--- config.mk ---
export PLATFORM = sky130hd
export DESIGN_NAME = irq_dispatch
export DESIGN_NICKNAME = d
export VERILOG_FILES = /design/src/rtl/irq_dispatch_pkg.sv /design/src/rtl/irq_bus_decode.sv /design/src/rtl/irq_dev_view.sv /design/src/rtl/irq_pend_bank.sv /design/src/rtl/irq_dispatch.sv
export SDC_FILE = /design/constraint.sdc
export NUM_CORES = 1
export LEC_CHECK = 0
export BUFFER_PORTS_ARGS = -buffer_cell sky130_fd_sc_hd__buf_2
export CAP_MARGIN = 10
export CORE_MARGIN = 3
export CORE_UTILIZATION = 40
export DETAILED_ROUTE_END_ITERATION = 16
export SYNTH_ARGS = -nofsm -noshare
export SYNTH_HDL_FRONTEND = slang
export SYNTH_HIERARCHICAL = 1
export SYNTH_SLANG_ARGS = --single-unit
export TNS_END_PERCENT = 10
--- constraint.sdc ---
create_clock -name clk -period 5.47 [get_ports clk]
set_input_delay 0 -clock clk [delete_from_list [all_inputs] [get_ports clk]]
set_output_delay 0 -clock clk [all_outputs]
set_load 0.03 [all_outputs]
--- src/rtl/irq_dispatch_pkg.sv ---
// Package: shared constants for the interrupt dispatch controller.
// Assumes at most four processors, so each control field fits a nibble.
package irq_dispatch_pkg;
    localparam int          REG_IDX_LSB     = 6;   // 64-byte register slots
    localparam int          REG_IDX_W       = 4;
    localparam int          CTL_IPI_SET_LSB = 12;
    localparam int          CTL_IPI_CLR_LSB = 8;
    localparam int          CTL_TMR_CLR_LSB = 4;
    localparam int          CTL_ID_LSB      = 0;
    localparam logic [1:0]  SIZE_DWORD      = 2'd3;

    typedef enum logic [REG_IDX_W-1:0] {
        RG_CTRL    = 4'd0,
        RG_STAT    = 4'd1,
        RG_RAW     = 4'd2,
        RG_IPI_SET = 4'd3,
        RG_IPI_CLR = 4'd4,
        RG_TMR_CLR = 4'd5
    } reg_idx_e;

    localparam int RG_MASK_BASE = 8;
    localparam int RG_VIEW_BASE = 12;
endpackage

--- src/rtl/irq_bus_decode.sv ---
// Module: irq_bus_decode
// Decodes one bus request into per-function strobes and an error flag.
// Assumes: NCPU <= 4; the request lasts one cycle; no state is kept here.
module irq_bus_decode
    import irq_dispatch_pkg::*;
#(
    parameter int NCPU   = 4,
    parameter int DATA_W = 64,
    parameter int ADDR_W = 10
) (
    input  logic                 req_valid,
    input  logic                 req_write,
    input  logic [ADDR_W-1:0]    req_addr,
    input  logic [1:0]           req_size,
    input  logic [DATA_W-1:0]    req_wdata,
    output logic [REG_IDX_W-1:0] idx,
    output logic                 acc_err,
    output logic [NCPU-1:0]      mask_we,
    output logic [NCPU-1:0]      ipi_set,
    output logic [NCPU-1:0]      ipi_clr,
    output logic [NCPU-1:0]      tmr_clr,
    output logic                 warn_clr
);
    logic            wide, mapped, read_only, dedicated, zero_sel, do_wr;
    logic [NCPU-1:0] mask_hit, view_hit, sel_vec;
    logic            unused_bits;

    assign unused_bits = ^{req_addr, req_wdata};
    assign idx         = req_addr[REG_IDX_LSB +: REG_IDX_W];
    assign wide        = (req_size == SIZE_DWORD);
    assign sel_vec     = req_wdata[NCPU-1:0];
    assign zero_sel    = (sel_vec == '0);

    // Per-processor mask and view slot hits.
    for (genvar n = 0; n < NCPU; n++) begin : g_hit
        assign mask_hit[n] = (idx == REG_IDX_W'(RG_MASK_BASE + n));
        assign view_hit[n] = (idx == REG_IDX_W'(RG_VIEW_BASE + n));
    end

    // Classify the index: mapped, read-only, and bit-mask registers.
    always_comb begin
        dedicated = (idx == RG_IPI_SET) || (idx == RG_IPI_CLR) || (idx == RG_TMR_CLR);
        read_only = (idx == RG_RAW) || (|view_hit);
        mapped    = (idx == RG_CTRL) || (idx == RG_STAT) || dedicated ||
                    read_only || (|mask_hit);
    end

    // Error on narrow size, unmapped slot, read-only write or empty bit mask.
    assign acc_err = req_valid &&
                     (!wide || !mapped ||
                      (req_write && (read_only || (dedicated && zero_sel))));
    assign do_wr   = req_valid && req_write && !acc_err;

    // Write strobes; control fields and dedicated registers merge here.
    always_comb begin
        mask_we  = do_wr ? mask_hit : '0;
        ipi_set  = '0;
        ipi_clr  = '0;
        tmr_clr  = '0;
        warn_clr = 1'b0;
        if (do_wr) begin
            unique case (idx)
                RG_CTRL: begin
                    ipi_set = req_wdata[CTL_IPI_SET_LSB +: NCPU];
                    ipi_clr = req_wdata[CTL_IPI_CLR_LSB +: NCPU];
                    tmr_clr = req_wdata[CTL_TMR_CLR_LSB +: NCPU];
                end
                RG_STAT:    warn_clr = req_wdata[0];
                RG_IPI_SET: ipi_set  = sel_vec;
                RG_IPI_CLR: ipi_clr  = sel_vec;
                RG_TMR_CLR: tmr_clr  = sel_vec;
                default: ;
            endcase
        end
    end
endmodule

--- src/rtl/irq_dev_view.sv ---
// Module: irq_dev_view
// Holds the registered raw request vector and, per processor, the mask and
// the masked view captured at the last mask write.
// Assumes: mask_we is already qualified (legal 64-bit write).
module irq_dev_view #(
    parameter int NCPU   = 4,
    parameter int DATA_W = 64
) (
    input  logic                         clk,
    input  logic                         rst_n,
    input  logic [DATA_W-1:0]            dev_req,
    input  logic [NCPU-1:0]              mask_we,
    input  logic [DATA_W-1:0]            wdata,
    output logic [DATA_W-1:0]            raw_q,
    output logic [NCPU-1:0][DATA_W-1:0]  mask_q,
    output logic [NCPU-1:0][DATA_W-1:0]  view_q,
    output logic [NCPU-1:0]              irq_dev
);
    // Sample the raw request vector every cycle.
    always_ff @(posedge clk) begin
        if (!rst_n) raw_q <= '0;
        else        raw_q <= dev_req;
    end

    for (genvar n = 0; n < NCPU; n++) begin : g_cpu
        // Capture mask and recompute the view only on a mask write.
        always_ff @(posedge clk) begin
            if (!rst_n) begin
                mask_q[n] <= '0;
                view_q[n] <= '0;
            end else if (mask_we[n]) begin
                mask_q[n] <= wdata;
                view_q[n] <= wdata & raw_q;
            end
        end
        assign irq_dev[n] = |view_q[n];
    end
endmodule

--- src/rtl/irq_pend_bank.sv ---
// Module: irq_pend_bank
// Pending inter-processor and timer bits plus the sticky warning flag.
// Assumes: clears apply before sets; a tick overrides a timer clear.
module irq_pend_bank #(
    parameter int NCPU = 4
) (
    input  logic            clk,
    input  logic            rst_n,
    input  logic [NCPU-1:0] ipi_set,
    input  logic [NCPU-1:0] ipi_clr,
    input  logic [NCPU-1:0] tmr_clr,
    input  logic            tick,
    input  logic            warn_clr,
    output logic [NCPU-1:0] ipi_q,
    output logic [NCPU-1:0] tmr_q,
    output logic            warn_q
);
    logic [NCPU-1:0] ipi_kept, ipi_d, tmr_d;
    logic            bad_req, warn_d;

    // Next-state: clear-then-set, tick wins, warning on redundant ops.
    always_comb begin
        ipi_kept = ipi_q & ~ipi_clr;
        ipi_d    = ipi_kept | ipi_set;
        tmr_d    = tick ? {NCPU{1'b1}} : (tmr_q & ~tmr_clr);
        bad_req  = (|(ipi_set & ipi_kept)) || (|(ipi_clr & ~ipi_q));
        warn_d   = bad_req || (warn_q && !warn_clr);
    end

    // State registers.
    always_ff @(posedge clk) begin
        if (!rst_n) begin
            ipi_q  <= '0;
            tmr_q  <= '0;
            warn_q <= 1'b0;
        end else begin
            ipi_q  <= ipi_d;
            tmr_q  <= tmr_d;
            warn_q <= warn_d;
        end
    end
endmodule

--- src/rtl/irq_dispatch.sv ---
// Module: irq_dispatch (top)
// Memory-mapped interrupt dispatcher for up to four processors: device,
// timer and inter-processor lines, 64-bit-only register bus, one-cycle
// registered response. Assumes NCPU <= 4 and ADDR_W >= 10.
module irq_dispatch
    import irq_dispatch_pkg::*;
#(
    parameter int NCPU   = 4,
    parameter int DATA_W = 64,
    parameter int ADDR_W = 10
) (
    input  logic                                  clk,
    input  logic                                  rst_n,
    input  logic                                  req_valid,
    input  logic                                  req_write,
    input  logic [ADDR_W-1:0]                     req_addr,
    input  logic [1:0]                            req_size,
    input  logic [DATA_W-1:0]                     req_wdata,
    input  logic [((NCPU>1)?$clog2(NCPU):1)-1:0]  req_cpu,
    output logic                                  rsp_valid,
    output logic                                  rsp_err,
    output logic [DATA_W-1:0]                     rsp_rdata,
    input  logic [DATA_W-1:0]                     dev_req,
    input  logic                                  timer_tick,
    output logic [NCPU-1:0]                       irq_dev,
    output logic [NCPU-1:0]                       irq_tmr,
    output logic [NCPU-1:0]                       irq_ipi
);
    localparam int ID_W = (NCPU > 1) ? $clog2(NCPU) : 1;

    logic [REG_IDX_W-1:0]           idx;
    logic                           acc_err, warn_clr, warn_flag;
    logic [NCPU-1:0]                mask_we, ipi_set, ipi_clr, tmr_clr;
    logic [DATA_W-1:0]              raw_q, rd_d;
    logic [NCPU-1:0][DATA_W-1:0]    mask_q, view_q;

    irq_bus_decode #(.NCPU(NCPU), .DATA_W(DATA_W), .ADDR_W(ADDR_W)) u_dec (
        .req_valid (req_valid),
        .req_write (req_write),
        .req_addr  (req_addr),
        .req_size  (req_size),
        .req_wdata (req_wdata),
        .idx       (idx),
        .acc_err   (acc_err),
        .mask_we   (mask_we),
        .ipi_set   (ipi_set),
        .ipi_clr   (ipi_clr),
        .tmr_clr   (tmr_clr),
        .warn_clr  (warn_clr)
    );

    irq_dev_view #(.NCPU(NCPU), .DATA_W(DATA_W)) u_view (
        .clk     (clk),
        .rst_n   (rst_n),
        .dev_req (dev_req),
        .mask_we (mask_we),
        .wdata   (req_wdata),
        .raw_q   (raw_q),
        .mask_q  (mask_q),
        .view_q  (view_q),
        .irq_dev (irq_dev)
    );

    irq_pend_bank #(.NCPU(NCPU)) u_pend (
        .clk      (clk),
        .rst_n    (rst_n),
        .ipi_set  (ipi_set),
        .ipi_clr  (ipi_clr),
        .tmr_clr  (tmr_clr),
        .tick     (timer_tick),
        .warn_clr (warn_clr),
        .ipi_q    (irq_ipi),
        .tmr_q    (irq_tmr),
        .warn_q   (warn_flag)
    );

    // Read mux over current state; zero on error or write.
    always_comb begin
        rd_d = '0;
        if (req_valid && !req_write && !acc_err) begin
            unique case (idx)
                RG_CTRL: begin
                    rd_d[CTL_IPI_CLR_LSB +: NCPU] = irq_ipi;
                    rd_d[CTL_TMR_CLR_LSB +: NCPU] = irq_tmr;
                    rd_d[CTL_ID_LSB +: ID_W]      = req_cpu;
                end
                RG_STAT: rd_d[0] = warn_flag;
                RG_RAW:  rd_d    = raw_q;
                default: begin
                    for (int n = 0; n < NCPU; n++) begin
                        if (idx == REG_IDX_W'(RG_MASK_BASE + n)) rd_d = mask_q[n];
                        if (idx == REG_IDX_W'(RG_VIEW_BASE + n)) rd_d = view_q[n];
                    end
                end
            endcase
        end
    end

    // Registered response, one cycle after the request.
    always_ff @(posedge clk) begin
        if (!rst_n) begin
            rsp_valid <= 1'b0;
            rsp_err   <= 1'b0;
            rsp_rdata <= '0;
        end else begin
            rsp_valid <= req_valid;
            rsp_err   <= acc_err;
            rsp_rdata <= rd_d;
        end
    end
endmodule

# Word level (Yosys, flattened, before mapping)
# Index checks and enable logic that the tools add are counted.
[word_totals]
reg_bits = 651
latchBits = 0
ram_bits = 0
rom_bits = 0
inputBits = 147
output_inout_bits = 78
elab_cells = 98
n_memories = 0
[op_classes]
n_addsub = 0
multipliers = 0
div_mod_pow = 0
order_cmp = 0
n_eq_ne = 14
n_shift = 0
muxes = 23
n_bitwise = 9
reduce_logical = 37
[op_table]
columns = ["cell", "n"]
rows = [
  ["64-bit two-way mux", 8],
  ["64-bit OR reduction", 4],
  ["52-bit one-hot mux with 2 select lines", 1],
  ["64-bit bitwise AND", 1],
  ["4-bit == test (second input constant)", 8],
  ["4-bit one-hot mux with 2 select lines", 3],
  ["8-bit one-hot mux with 3 select lines", 1],
  ["4-bit two-way mux", 5],
  ["4-bit bitwise AND", 4],
  ["4-bit OR reduction", 4],
  ["1-bit logical OR", 12],
  ["4-bit NOT", 3],
  ["4-bit by 2-bit == test with 1-bit output (second input constant)", 2],
  ["4-bit by 3-bit == test with 1-bit output (second input constant)", 2],
  ["1-bit logical AND", 8],
  ["4-bit logical NOT", 2],
  ["1-bit one-hot mux with 3 select lines", 2],
  ["1-bit logical NOT", 5],
  ["4-bit by 1-bit == test with 1-bit output (second input constant)", 1],
  ["4-bit OR", 1],
  ["2-bit one-hot mux with 2 select lines", 1],
  ["2-bit == test (second input constant)", 1],
  ["1-bit two-way mux", 2],
  ["2-bit AND reduction", 1],
  ["2-bit OR reduction", 1],
]

# Longest topological paths before layout
# Gate-level depths: netlist of run 1.
[depth]
ltp_word = 19
depth_mapped = 12
ltp_nobuf = 7

# By module
# The synthesis of run 1 kept the hierarchy.
[modules_own_cells]
columns = ["module", "instances", "cells_each", "area_per_inst_um2", "seq_area_each_um2"]
rows = [
  ["irq_dev_view", 1, 1932, 21754.6, 11531.1],
  ["irq_dispatch", 1, 1215, 7976.4, 1321.3],
  ["irq_bus_decode", 1, 79, 545.5, 0.0],
  ["irq_pend_bank", 1, 36, 379.1, 180.2],
]

# Worst setup path after synthesis of run 1
# OpenSTA, ideal clock, no wires.
[synth_timing]
kind = "input to register"
from = "in req_addr[9]"
to = "reg rsp_rdata[30]"
setup_ps = 125
t_arrival_ps = 1978
required_time_ps = 5345
path_slack_ps = 3367
stages = 11
n_path_buf = 4
cell_sequence = "buf_6 > or4_4 > a211oi_4 > o31a_1 > nand4bb_1 > buf_2 > nor2_2 > buf_2 > buf_2 > nand3_1 > o21ai_0"
[synth_between]
elab_chain_len = 13
elab_cells_between_ends = 43
classes_between = "eq/ne: 13; mux: 9; reduce/logical: 21"
[synth_lines]
columns = ["element", "line_no", "source"]
rows = [
  ["start: declaration", "irq_dispatch.sv:16", "input logic [ADDR_W-1:0] req_addr,"],
  ["4-bit by 2-bit == test with 1-bit output / 4-bit by 3-bit == test with 1-bit output (equally long branches)", "irq_bus_decode.sv:42", "dedicated = (idx == RG_IPI_SET) || (idx == RG_IPI_CLR) || (idx == RG_TMR_CLR);"],
  ["1-bit logical OR (2 in a row)", "irq_bus_decode.sv:42", ""],
  ["1-bit logical OR (2 in a row)", "irq_bus_decode.sv:44", "mapped = (idx == RG_CTRL) || (idx == RG_STAT) || dedicated ||"],
  ["1-bit logical OR", "irq_bus_decode.sv:45", "read_only || (|mask_hit);"],
  ["1-bit logical NOT", "irq_bus_decode.sv:50", "(!wide || !mapped ||"],
  ["1-bit logical OR", "irq_bus_decode.sv:50", ""],
  ["1-bit logical OR *", "irq_bus_decode.sv:50", ""],
  ["1-bit logical AND *", "irq_bus_decode.sv:49", "assign acc_err = req_valid &&"],
  ["net acc_err", "irq_dispatch.sv:32", "logic acc_err, warn_clr, warn_flag;"],
  ["1-bit logical NOT *", "irq_dispatch.sv:80", "if (req_valid && !req_write && !acc_err) begin"],
  ["1-bit logical AND *", "irq_dispatch.sv:80", ""],
  ["2-bit AND reduction (no source line) *", "n/a", ""],
  ["end signal: assignment", "irq_dispatch.sv:108", "rsp_rdata <= rd_d;"],
  ["end: declaration", "irq_dispatch.sv:22", "output logic [DATA_W-1:0] rsp_rdata,"],
]
# The timed path passes the listed nets; every way through them passes the cells marked *.
# A chain may end at the register's enable or synchronous reset.

# Worst setup path in the final report of run 1
[layout_timing]
from = "in req_addr[9]"
to = "reg u_view/mask_q[29] (netlist bit)"
[layout_between]
elab_chain_len = 13
elab_cells_between_ends = 33
classes_between = "eq/ne: 13; mux: 1; reduce/logical: 19"
[layout_lines]
columns = ["element", "line_no", "source"]
rows = [
  ["4-bit by 2-bit == test with 1-bit output / 4-bit by 3-bit == test with 1-bit output (equally long branches)", "irq_bus_decode.sv:42", ""],
  ["1-bit logical OR (2 in a row)", "irq_bus_decode.sv:42", ""],
  ["1-bit logical OR (2 in a row)", "irq_bus_decode.sv:44", ""],
  ["1-bit logical OR", "irq_bus_decode.sv:45", ""],
  ["1-bit logical NOT", "irq_bus_decode.sv:50", ""],
  ["1-bit logical OR (2 in a row)", "irq_bus_decode.sv:50", ""],
  ["1-bit logical AND", "irq_bus_decode.sv:49", ""],
  ["1-bit logical NOT", "irq_bus_decode.sv:52", "assign do_wr = req_valid && req_write && !acc_err;"],
  ["1-bit logical AND", "irq_bus_decode.sv:52", ""],
  ["4-bit two-way mux *", "irq_bus_decode.sv:56", "mask_we = do_wr ? mask_hit : '0;"],
  ["net mask_we[0]", "irq_dispatch.sv:33", "logic [NCPU-1:0] mask_we, ipi_set, ipi_clr, tmr_clr;"],
  ["end signal: indexed assignment", "irq_dev_view.sv:32", "mask_q[n] <= wdata;"],
  ["end: declaration", "irq_dev_view.sv:15", "output logic [NCPU-1:0][DATA_W-1:0] mask_q,"],
]
# Marked as above.

==> results.py, run 1 <==
metrics = {
    "synthesis": {
        "synthTopCellsByCount": "dfxtp_1 (651), mux2i_1 (525), nor2b_1 (524), a21oi_1 (170), o21ai_0 (166)",
        "synth_cell_type_count": 55,
        "yosysTopAreaCell": "dfxtp_1",
        "synth_top_area_frac": 0.425,
        "syn_nets": 3409,
        "yosysSeqAreaShare": 0.425,
        "yosysMostFrequentCell": "dfxtp_1",
        "synthCells": 3262,
        "netlist_area_mm2": 0.0307,
        "synth_area_leaders": "dfxtp_1 (43%), mux2i_1 (17%), nor2b_1 (11%)",
        "synthFlopType": "dfxtp_1",
        "yosysWarnings": 6,
        "synth-edff-count": 0,
        "ys_async_sr_fraction": 0,
        "syn-mean-instance-area_um2": 9.40,
        "synth-seq-cells": 651,
    },
    "setup_path": {
        "slowest_stage": "buf_12",
        "critPathBufInv": 4,
        "cp_max_fo": 122,
        "cp.required_ps": 5980,
        "cp_common_cell": "buf_4",
        "path_class": "input port to flop",
        "crit_chain": "buf_4, and3b_2, nand4bb_1, nor4_2, buf_4, buf_12, mux2i_1, nor2b_1, dlygate4sd3_1",
        "critPathTopFamily": "buffers and inverters",
        "cp_slowest_stage_delay_ps": 780,
        "critical_path_arrival_ps": 4100,
        "crit_path_end_kind": "flop",
        "cp-start-kind": "input port",
    },
    "floorplan": {
        "die_area_mm2": 0.0800,
        "start_util": 0.408,
        "die_x_um": 283,
        "die_y_um": 283,
        "ioPinCount": 225,
        "coreArea_mm2": 0.0752,
        "rows": 100,
    },
    "drt": {
        "drt-total-wl_um": 98000,
        "drtIter0Drc": 1849,
        "routed_via_density": 5.41,
        "routed-via-count": 24629,
        "drt_first_pass_iters": 5,
        "drc_errors": 0,
        "ant_nets": 0,
        "routedWlPerCell_um": 21.5,
    },
    "power_and_ir_drop": {
        "seqPwrFrac": 0.453,
        "peakVddDrop_v": 0.000237,
        "internal_power_w": 0.00806,
        "p_leak_nw": 11.6,
        "combPwrFrac": 0.074,
        "power.switching_w": 0.00255,
        "power_frac_clock": 0.473,
        "power_switching_share": 0.240,
        "power.density_mw_per_mm2": 293,
    },
    "timing": {
        "timing.final.ws_setup_ps": 1880,
        "setup_viol": 0,
        "tns_ps": 0,
        "fmax_mhz": 279,
        "worst_slew_pin_slew_ps": 1100,
        "finalMaxSlewViolations": 0,
        "maxSlewHeadroom": 0.267,
        "finClkSkew_ps": 21.9,
        "fin_crit_sh": 0.656,
        "finalCriticalPeriod_ps": 3590,
        "rsz0062_at_grt": "false",
        "finalHoldViolations": 0,
    },
    "outcome": {
        "status": "finished clean",
    },
    "final_layout": {
        "final_cells": 4555,
        "nets": 3621,
        "final_area_mm2": 0.0362,
        "syn_to_final_growth_pct": 18.2,
        "layout-drive-gt1-share": 0.147,
        "postLayoutCoreUtil": 0.482,
        "multi_input_area_mm2": 0.0162,
        "nFillCells": 7168,
        "seqCellArea_mm2": 0.0130,
    },
    "clock_tree": {
        "cts_tree": "yes",
        "numCtsBuffers": 75,
        "cts_setup_buffers": 0,
        "cts.reportedPaths.clkPinSlew_ps": 60,
        "hold_buffers": 153,
        "clock_latency_ps": 620,
        "cts_buffer_depth": 3,
        "htree_num_levels": 3,
        "cts_resized": 0,
        "cts.sinks": 651,
        "cts-root-buf": "clkbuf_16",
    },
    "placement": {
        "portBuffers": 218,
        "gp_congestion": 0.797,
        "place_ws_ps": 1740,
        "postPlaceCellArea_mm2": 0.0323,
        "dpl.cell_count": 4264,
        "dp_hpwl_um": 58100,
    },
    "global_route": {
        "grt_start_max_net_pins": 179,
        "antenna_found_initial": 5,
        "grt_pass1_wl_um": 148000,
        "grt_pass1_vias": 23697,
        "track_usage": 0.239,
        "grt_overflow_total": 0,
    },
    "worst_hold_path": {
        "hold_class": "input port to flop",
    },
    "job": {
        "cap_violations": 0,
    },
}
## metal layers
layer  global-route usage  up-vias  routed length [µm]
met2                0.371      744               43700
li1                     -    11865                   -
met3               0.0308      128                5500
met5                    0        -                   0
met4               0.0700        0                2170
met1                0.345    11892               46500
## tightest hold or removal path, stage by stage
cell and delay (ps):
buf_2 90, nand2_1 110, o21a_1 140, o31a_1 140, and2_1 140
## final timing paths
check                           end  slack, ps              from  cells past startpoint
setup / recovery  u_view/mask_q[29]       1880       req_addr[9]                      9
hold / removal              rsp_err         70       req_size[1]                      5
setup reg to reg       rsp_rdata[0]       3950  u_view/view_q[0]                      4
hold reg to reg       rsp_rdata[52]        470  u_view/raw_q[52]                      2
## power by group through the flow
stage / Combinational [W] / Sequential, W / Clock [W]
final: 0.000784 / 0.00481 / 0.00502
after global routing: 0.000838 / 0.00481 / 0.00532
after CTS: 0.000777 / 0.00481 / 0.00512
after detailed placement: 0.000689 / 0.00491 / 0
after global placement: 0.000689 / 0.00491 / 0
after floorplan: 0.000419 / 0.00491 / 0
## logic make-up (layout without fill, tap and decap cells)
logic type,Yosys count,count (layout),share of synthesized area
buf+inv,332,604,0.0478
flops,651,651,0.425
simple gates,1210,1210,0.244
compound gates,532,532,0.107
mux,537,537,0.176
other cells,0,1,0
## cells in the final DEF (no fill, tap or decap), drive strengths merged, types with 11 or more instances in the layout
cell type / synthesis / layout
nor4: 83 / 83
inv: 58 / 63
or3b: 54 / 54
or2: 54 / 54
nor2: 68 / 68
dlygate4sd3: 0 / 153
nor2b: 525 / 525
o21a: 16 / 16
a22oi: 11 / 11
and2: 137 / 137
a211oi: 11 / 11
nand4: 72 / 72
clkbuf: 140 / 116
a21oi: 170 / 170
nand2: 64 / 64
buf: 134 / 256
o21ai: 185 / 185
clkinv: 0 / 12
nand3b: 56 / 56
mux2: 12 / 12
a32oi: 54 / 54
dfxtp: 651 / 651
mux2i: 525 / 525
nand3: 57 / 57
a2bb2oi: 54 / 54
## registers in the layout, summed over array words and instances (netlist names)
signal / flops
u_view/mask_q: 256
u_pend/warn_q: 1
rsp_valid: 1
u_view/view_q: 256
rsp_err: 1
u_pend/ipi_q: 4
u_view/raw_q: 64
u_pend/tmr_q: 4
rsp_rdata: 64
## through the flow
step                total power [W]  hold WS (ps)
floorplan                   0.00533           122
global placement            0.00560           208
detailed placement          0.00560           211
CTS                          0.0107          57.7
global route                 0.0110           120
finish                       0.0106          65.8
## cell type report
type / instances / share of cell area
Clock buffer: 116 / 0.0616
Sequential cell: 651 / 0.360
Inverter: 58 / 0.00601
Multi-Input combinational cell: 2279 / 0.447
Tap cell: 1020 / 0.0352
Antenna cell: 1 / 0.0000691
Clock inverter: 21 / 0.00587
Timing Repair Buffer: 409 / 0.0842
Note: power is estimated with default switching activity, not from simulation.
==> inputs of run 2 (changes only) <==
clock period = 3.1 ns   (was 5.47 ns; I/O delays follow)
==> run 2 against run 1 <==
Clock power is 84% higher. Design area grew 1.8%. Wire length decreased by 0.15%. Via count up 0.65%. Power up 81%. Global-route usage about the same. Non-clock buffer count grew 37. Critical path depth fell by 5. Sequential power rose by 76%. Setup slack got worse by 1700 ps. Largest cell class unchanged.
==> results.py, run 2 (same netlist as run 1, synthesis figures left out) <==
metrics = {
    "setup_path": {
        "critPathTopFamily": "simple AND/OR/NAND/NOR gates",
        "rrSetupSlack_ps": 1480,
        "cp.required_ps": 3100,
        "slowest_stage": "nor4_1",
        "critPathBufInv": 1,
        "cp-start-kind": "flop",
        "rr_startpoint": "u_view/mask_q[140]",
        "crit_chain": "nor4_1, nand4_1, or4_1, buf_2",
        "critical_path_arrival_ps": 2890,
        "reg2regPathDepth": 4,
        "timing.rr.end": "rsp_rdata[12]",
        "cp_max_fo": 3,
        "path_class": "flop to output port",
        "cp_slowest_stage_delay_ps": 740,
        "crit_path_end_kind": "output port",
    },
    "placement": {
        "postPlaceCellArea_mm2": 0.0328,
        "dp_hpwl_um": 60600,
        "gp_congestion": 0.832,
        "portBuffers": 218,
    },
    "timing": {
        "fin_crit_sh": 0.931,
        "rsz0062_at_grt": "false",
        "finalHoldViolations": 0,
        "setup_viol": 0,
        "finalMaxSlewViolations": 0,
        "maxSlewHeadroom": 0.361,
        "tns_ps": 0,
        "fmax_mhz": 347,
        "finalCriticalPeriod_ps": 2890,
        "worst_slew_pin_slew_ps": 959,
        "finClkSkew_ps": 20.8,
    },
    "global_route": {
        "grt_pass1_vias": 23729,
        "grt_overflow_total": 0,
        "grt_start_max_net_pins": 249,
        "antenna_found_initial": 0,
        "grt_pass1_wl_um": 147000,
        "track_usage": 0.238,
    },
    "worst_hold_path": {
        "hold_class": "input port to flop",
        "hold_start": "req_addr[7]",
        "holdPathStages": 6,
        "min_to": "u_pend/ipi_q[2]",
    },
    "final_layout": {
        "final_area_mm2": 0.0369,
        "multi_input_area_mm2": 0.0162,
        "final_cell_mix": "dfxtp_1 (651), mux2i_1 (525), nor2b_1 (524)",
        "seqCellArea_mm2": 0.0130,
        "nFillCells": 7122,
        "layout-drive-gt1-share": 0.158,
        "nets": 3657,
        "postLayoutCoreUtil": 0.490,
        "syn_to_final_growth_pct": 20.3,
        "reg_top3": "u_view/mask_q x256, u_view/view_q x256",
        "final_common_cell": "dfxtp_1",
    },
    "clock_tree": {
        "cts_tree": "yes",
        "cts_buffer_depth": 3,
        "numCtsBuffers": 74,
        "clock_latency_ps": 620,
        "cts.sinks": 651,
        "cts-root-buf": "clkbuf_16",
        "cts_setup_buffers": 0,
        "cts_resized": 0,
        "hold_buffers": 149,
        "htree_num_levels": 3,
        "cts.reportedPaths.clkPinSlew_ps": 60,
    },
    "power_and_ir_drop": {
        "peakVddDrop_v": 0.000330,
        "power.density_mw_per_mm2": 519,
        "p_leak_nw": 11.9,
    },
    "floorplan": {
        "die_y_um": 283,
        "die_area_mm2": 0.0800,
        "rows": 100,
        "ioPinCount": 225,
        "die_x_um": 283,
        "coreArea_mm2": 0.0752,
        "start_util": 0.408,
    },
    "drt": {
        "drt_first_pass_iters": 5,
        "drtIter0Drc": 1994,
        "routed_via_density": 5.40,
        "ant_nets": 0,
        "routed-via-count": 24788,
        "drc_errors": 0,
        "routedWlPerCell_um": 21.3,
        "drt-total-wl_um": 97800,
    },
    "outcome": {
        "status": "finished clean",
    },
    "job": {
        "cap_violations": 0,
    },
}
-- run 2: tightest hold or removal path: cells and delay by family --
kind	cells	cell delay, ps
AOI/OAI and AO/OA	1	100
buffers and inverters	1	170
and+or+nand+nor	4	370
-- run 2: power by group --
part | switching, W | internal (W)
Sequential | 0.0000490 | 0.00843
Clock | 0.00362 | 0.00564
Combinational | 0.000829 | 0.000582
Total | 0.00450 | 0.0147
-- run 2: area by class of cell --
class | instances | share of cell area
diodes | 2 | 0.000136
repair buffers | 446 | 0.0968
well taps | 1020 | 0.0346
inverters | 58 | 0.00590
clock buffers | 104 | 0.0577
clock inverters | 29 | 0.0120
flip-flops and latches | 651 | 0.353
multi-input cells | 2279 | 0.439
-- run 2: per-layer routing --
metal	global-route usage	vias to the layer above	wire [µm]
met4	0.0790	0	2650
met5	0	-	0
li1	-	11943	-
met1	0.344	11970	46500
met2	0.363	724	42900
met3	0.0388	151	5750
-- run 2: worst max path at each step --
| stage | from | to | cells past startpoint |
|---|---|---|---|
| 5_1_grt | u_view/view_q[15] | irq_dev[0] | 4 |
| 3_5_place_dp | req_addr[9] | u_view/view_q[215] | 8 |
| 2_1_floorplan | req_addr[9] | rsp_rdata[30] | 11 |
| 4_1_cts | u_view/view_q[15] | irq_dev[0] | 4 |
| 3_3_place_gp | req_addr[9] | u_view/mask_q[213] | 8 |
| 6_report | u_view/view_q[156] | irq_dev[2] | 4 |
-- run 2: through the flow --
| stage | worst slack, ps | hold WS [ps] | cells | total power (W) |
|---|---|---|---|---|
| 2_1_floorplan | 997 | 122 | 3262 | 0.00941 |
| 3_3_place_gp | 540 | 209 | 4305 | 0.00991 |
| 3_5_place_dp | 537 | 210 | 4305 | 0.00991 |
| 4_1_cts | 175 | 28.2 | 4587 | 0.0193 |
| 5_1_grt | 158 | 114 | 4587 | 0.0198 |
| 6_report | 215 | 76.1 | 4589 | 0.0192 |
==> inputs of run 3 (changes only) <==
BUFFER_PORTS_ARGS = -buffer_cell sky130_fd_sc_hd__buf_4   (was -buffer_cell sky130_fd_sc_hd__buf_2)
PLACE_DENSITY = 0.69   (was unset)
==> run 3 against run 2 <==
First-iteration DRC count rose by 15%. Critical endpoint is now irq_dev[3]. Die area did not move. Largest power group is now sequential cells. Wire length fell by 2.8%. Highest routed layer unchanged. Combinational power barely moved. Cell count fell by 0.83%.
==> results.py, run 3 (same netlist as run 1, synthesis figures left out) <==
metrics = {
    "final_layout": {
        "reg_top3": "u_view/mask_q x256, u_view/view_q x256",
        "seqCellArea_mm2": 0.0130,
        "final_cell_mix": "dfxtp_1 (651), mux2i_1 (525), nor2b_1 (524)",
        "syn_to_final_growth_pct": 20.1,
        "layout-drive-gt1-share": 0.154,
        "final_area_mm2": 0.0368,
        "final_common_cell": "dfxtp_1",
        "multi_input_area_mm2": 0.0162,
        "nFillCells": 7072,
        "nets": 3627,
    },
    "power_and_ir_drop": {
        "power.density_mw_per_mm2": 496,
        "p_leak_nw": 11.7,
        "peakVddDrop_v": 0.000353,
    },
    "drt": {
        "drc_errors": 0,
        "routedWlPerCell_um": 20.9,
        "routed_via_density": 5.48,
        "drtIter0Drc": 2284,
        "routed-via-count": 24946,
        "drt_first_pass_iters": 5,
        "ant_nets": 0,
        "drt-total-wl_um": 95100,
    },
    "timing": {
        "worst_slew_pin_slew_ps": 927,
        "finalHoldViolations": 0,
        "setup_viol": 0,
        "timing.final.ws_setup_ps": 116,
        "tns_ps": 0,
        "rsz0062_at_grt": "false",
        "fin_crit_sh": 0.962,
        "finalMaxSlewViolations": 0,
        "fmax_mhz": 335,
        "maxSlewHeadroom": 0.382,
        "finalCriticalPeriod_ps": 2980,
        "finClkSkew_ps": 29.6,
    },
    "setup_path": {
        "path_class": "flop to output port",
        "crit_chain": "nor4_1, nand4_1, or4_1, buf_4",
        "timing.rr.end": "rsp_rdata[0]",
        "cp-start-kind": "flop",
        "startpoint": "u_view/view_q[207]",
        "critical_path_arrival_ps": 2980,
        "cp_num_cells": 4,
        "crit_path_end_kind": "output port",
        "cp.required_ps": 3100,
        "critPathTopFamily": "simple AND/OR/NAND/NOR gates",
        "reg2regPathDepth": 4,
        "rrSetupSlack_ps": 1550,
        "critPathBufInv": 1,
        "endpoint": "irq_dev[3]",
        "rr_startpoint": "u_view/view_q[64]",
        "slowest_stage": "nor4_1",
        "cp_max_fo": 3,
        "cp_slowest_stage_delay_ps": 710,
    },
    "global_route": {
        "grt_pass1_vias": 24175,
        "grt_start_max_net_pins": 188,
        "track_usage": 0.232,
        "grt_pass1_wl_um": 146000,
        "antenna_found_initial": 2,
        "grt_overflow_total": 0,
    },
    "floorplan": {
        "die_x_um": 283,
        "ioPinCount": 225,
        "die_area_mm2": 0.0800,
        "start_util": 0.408,
        "rows": 100,
        "coreArea_mm2": 0.0752,
        "die_y_um": 283,
    },
    "placement": {
        "place_ws_ps": 315,
        "postPlaceCellArea_mm2": 0.0332,
        "gp_congestion": 0.844,
        "dp_hpwl_um": 58300,
        "portBuffers": 218,
    },
    "clock_tree": {
        "cts-root-buf": "clkbuf_16",
        "clock_latency_ps": 610,
        "cts_buffer_depth": 3,
        "cts.reportedPaths.clkPinSlew_ps": 60,
        "numCtsBuffers": 71,
        "cts_tree": "yes",
        "cts.sinks": 651,
        "htree_num_levels": 3,
    },
    "worst_hold_path": {
        "hold_class": "input port to flop",
    },
    "outcome": {
        "status": "finished clean",
    },
    "job": {
        "cap_violations": 0,
    },
}
run 3: cell types whose count changed in the layout (fill, tap and decap cells not counted), sizes merged:
cell	change
bufinv	-8
clkinv	+3
diode	-1
buf	-13
dlygate4sd3	-14
clkbuf	-3
inv	-1
clkinvlp	-1
run 3: how the worst min path moves through the flow:
stage | cells past startpoint | slack [ps] | startpoint | end
2_1_floorplan | 1 | 120 | req_valid | rsp_valid
3_3_place_gp | 2 | 210 | dev_req[34] | u_view/raw_q[34]
3_5_place_dp | 2 | 210 | dev_req[57] | u_view/raw_q[57]
4_1_cts | 4 | 10 | req_addr[8] | rsp_rdata[12]
5_1_grt | 5 | 60 | req_addr[8] | rsp_rdata[18]
6_report | 5 | 50 | req_addr[8] | rsp_rdata[12]
run 3: worst reg2reg max path, delay by kind of cell (launching register included):
| family | cells | cell delay [ps] |
|---|---|---|
| flip-flops | 1 | 370 |
| AO/OA/AOI/OAI | 3 | 1020 |
| buffers and inverters | 1 | 50 |
run 3: repair_timing:
action / 4_1_cts / 5_1_grt
setup buffers: 0 / 0
hold endpoints to repair: 581 / 0
resized for setup: 0 / 0
hold buffers: 135 / 0
run 3: power by group:
part           switching [W]  total (W)  internal [W]
clock network        0.00348    0.00832       0.00484
registers          0.0000493    0.00848       0.00843
logic               0.000823    0.00144      0.000621
run 3: layout make-up:
type                            instances  area share
Antenna cell                            1   0.0000680
Tap cell                             1020      0.0347
Multi-Input combinational cell       2279       0.440
Timing Repair Buffer                  419       0.104
Clock inverter                         22     0.00520
Inverter                               58     0.00591
Sequential cell                       651       0.354
Clock buffer                          101      0.0565
run 3: through the flow:
| stage | hold WS (ps) | util | std cells | total power [W] |
|---|---|---|---|---|
| 6_report | 53.2 | 0.490 | 4551 | 0.0182 |
| 5_1_grt | 60.4 | 0.490 | 4551 | 0.0188 |
| 4_1_cts | 9.72 | 0.490 | 4550 | 0.0184 |
| 3_5_place_dp | 207 | 0.441 | 4292 | 0.00994 |
| 3_3_place_gp | 210 | 0.441 | 4292 | 0.00994 |
| 2_1_floorplan | 122 | - | 3262 | 0.00941 |
run 3: routing by layer:
layer  GRT usage  share of wire
met2       0.358           0.44
met3      0.0323          0.060
met5           0              0
met1       0.333           0.47
met4      0.0757          0.029
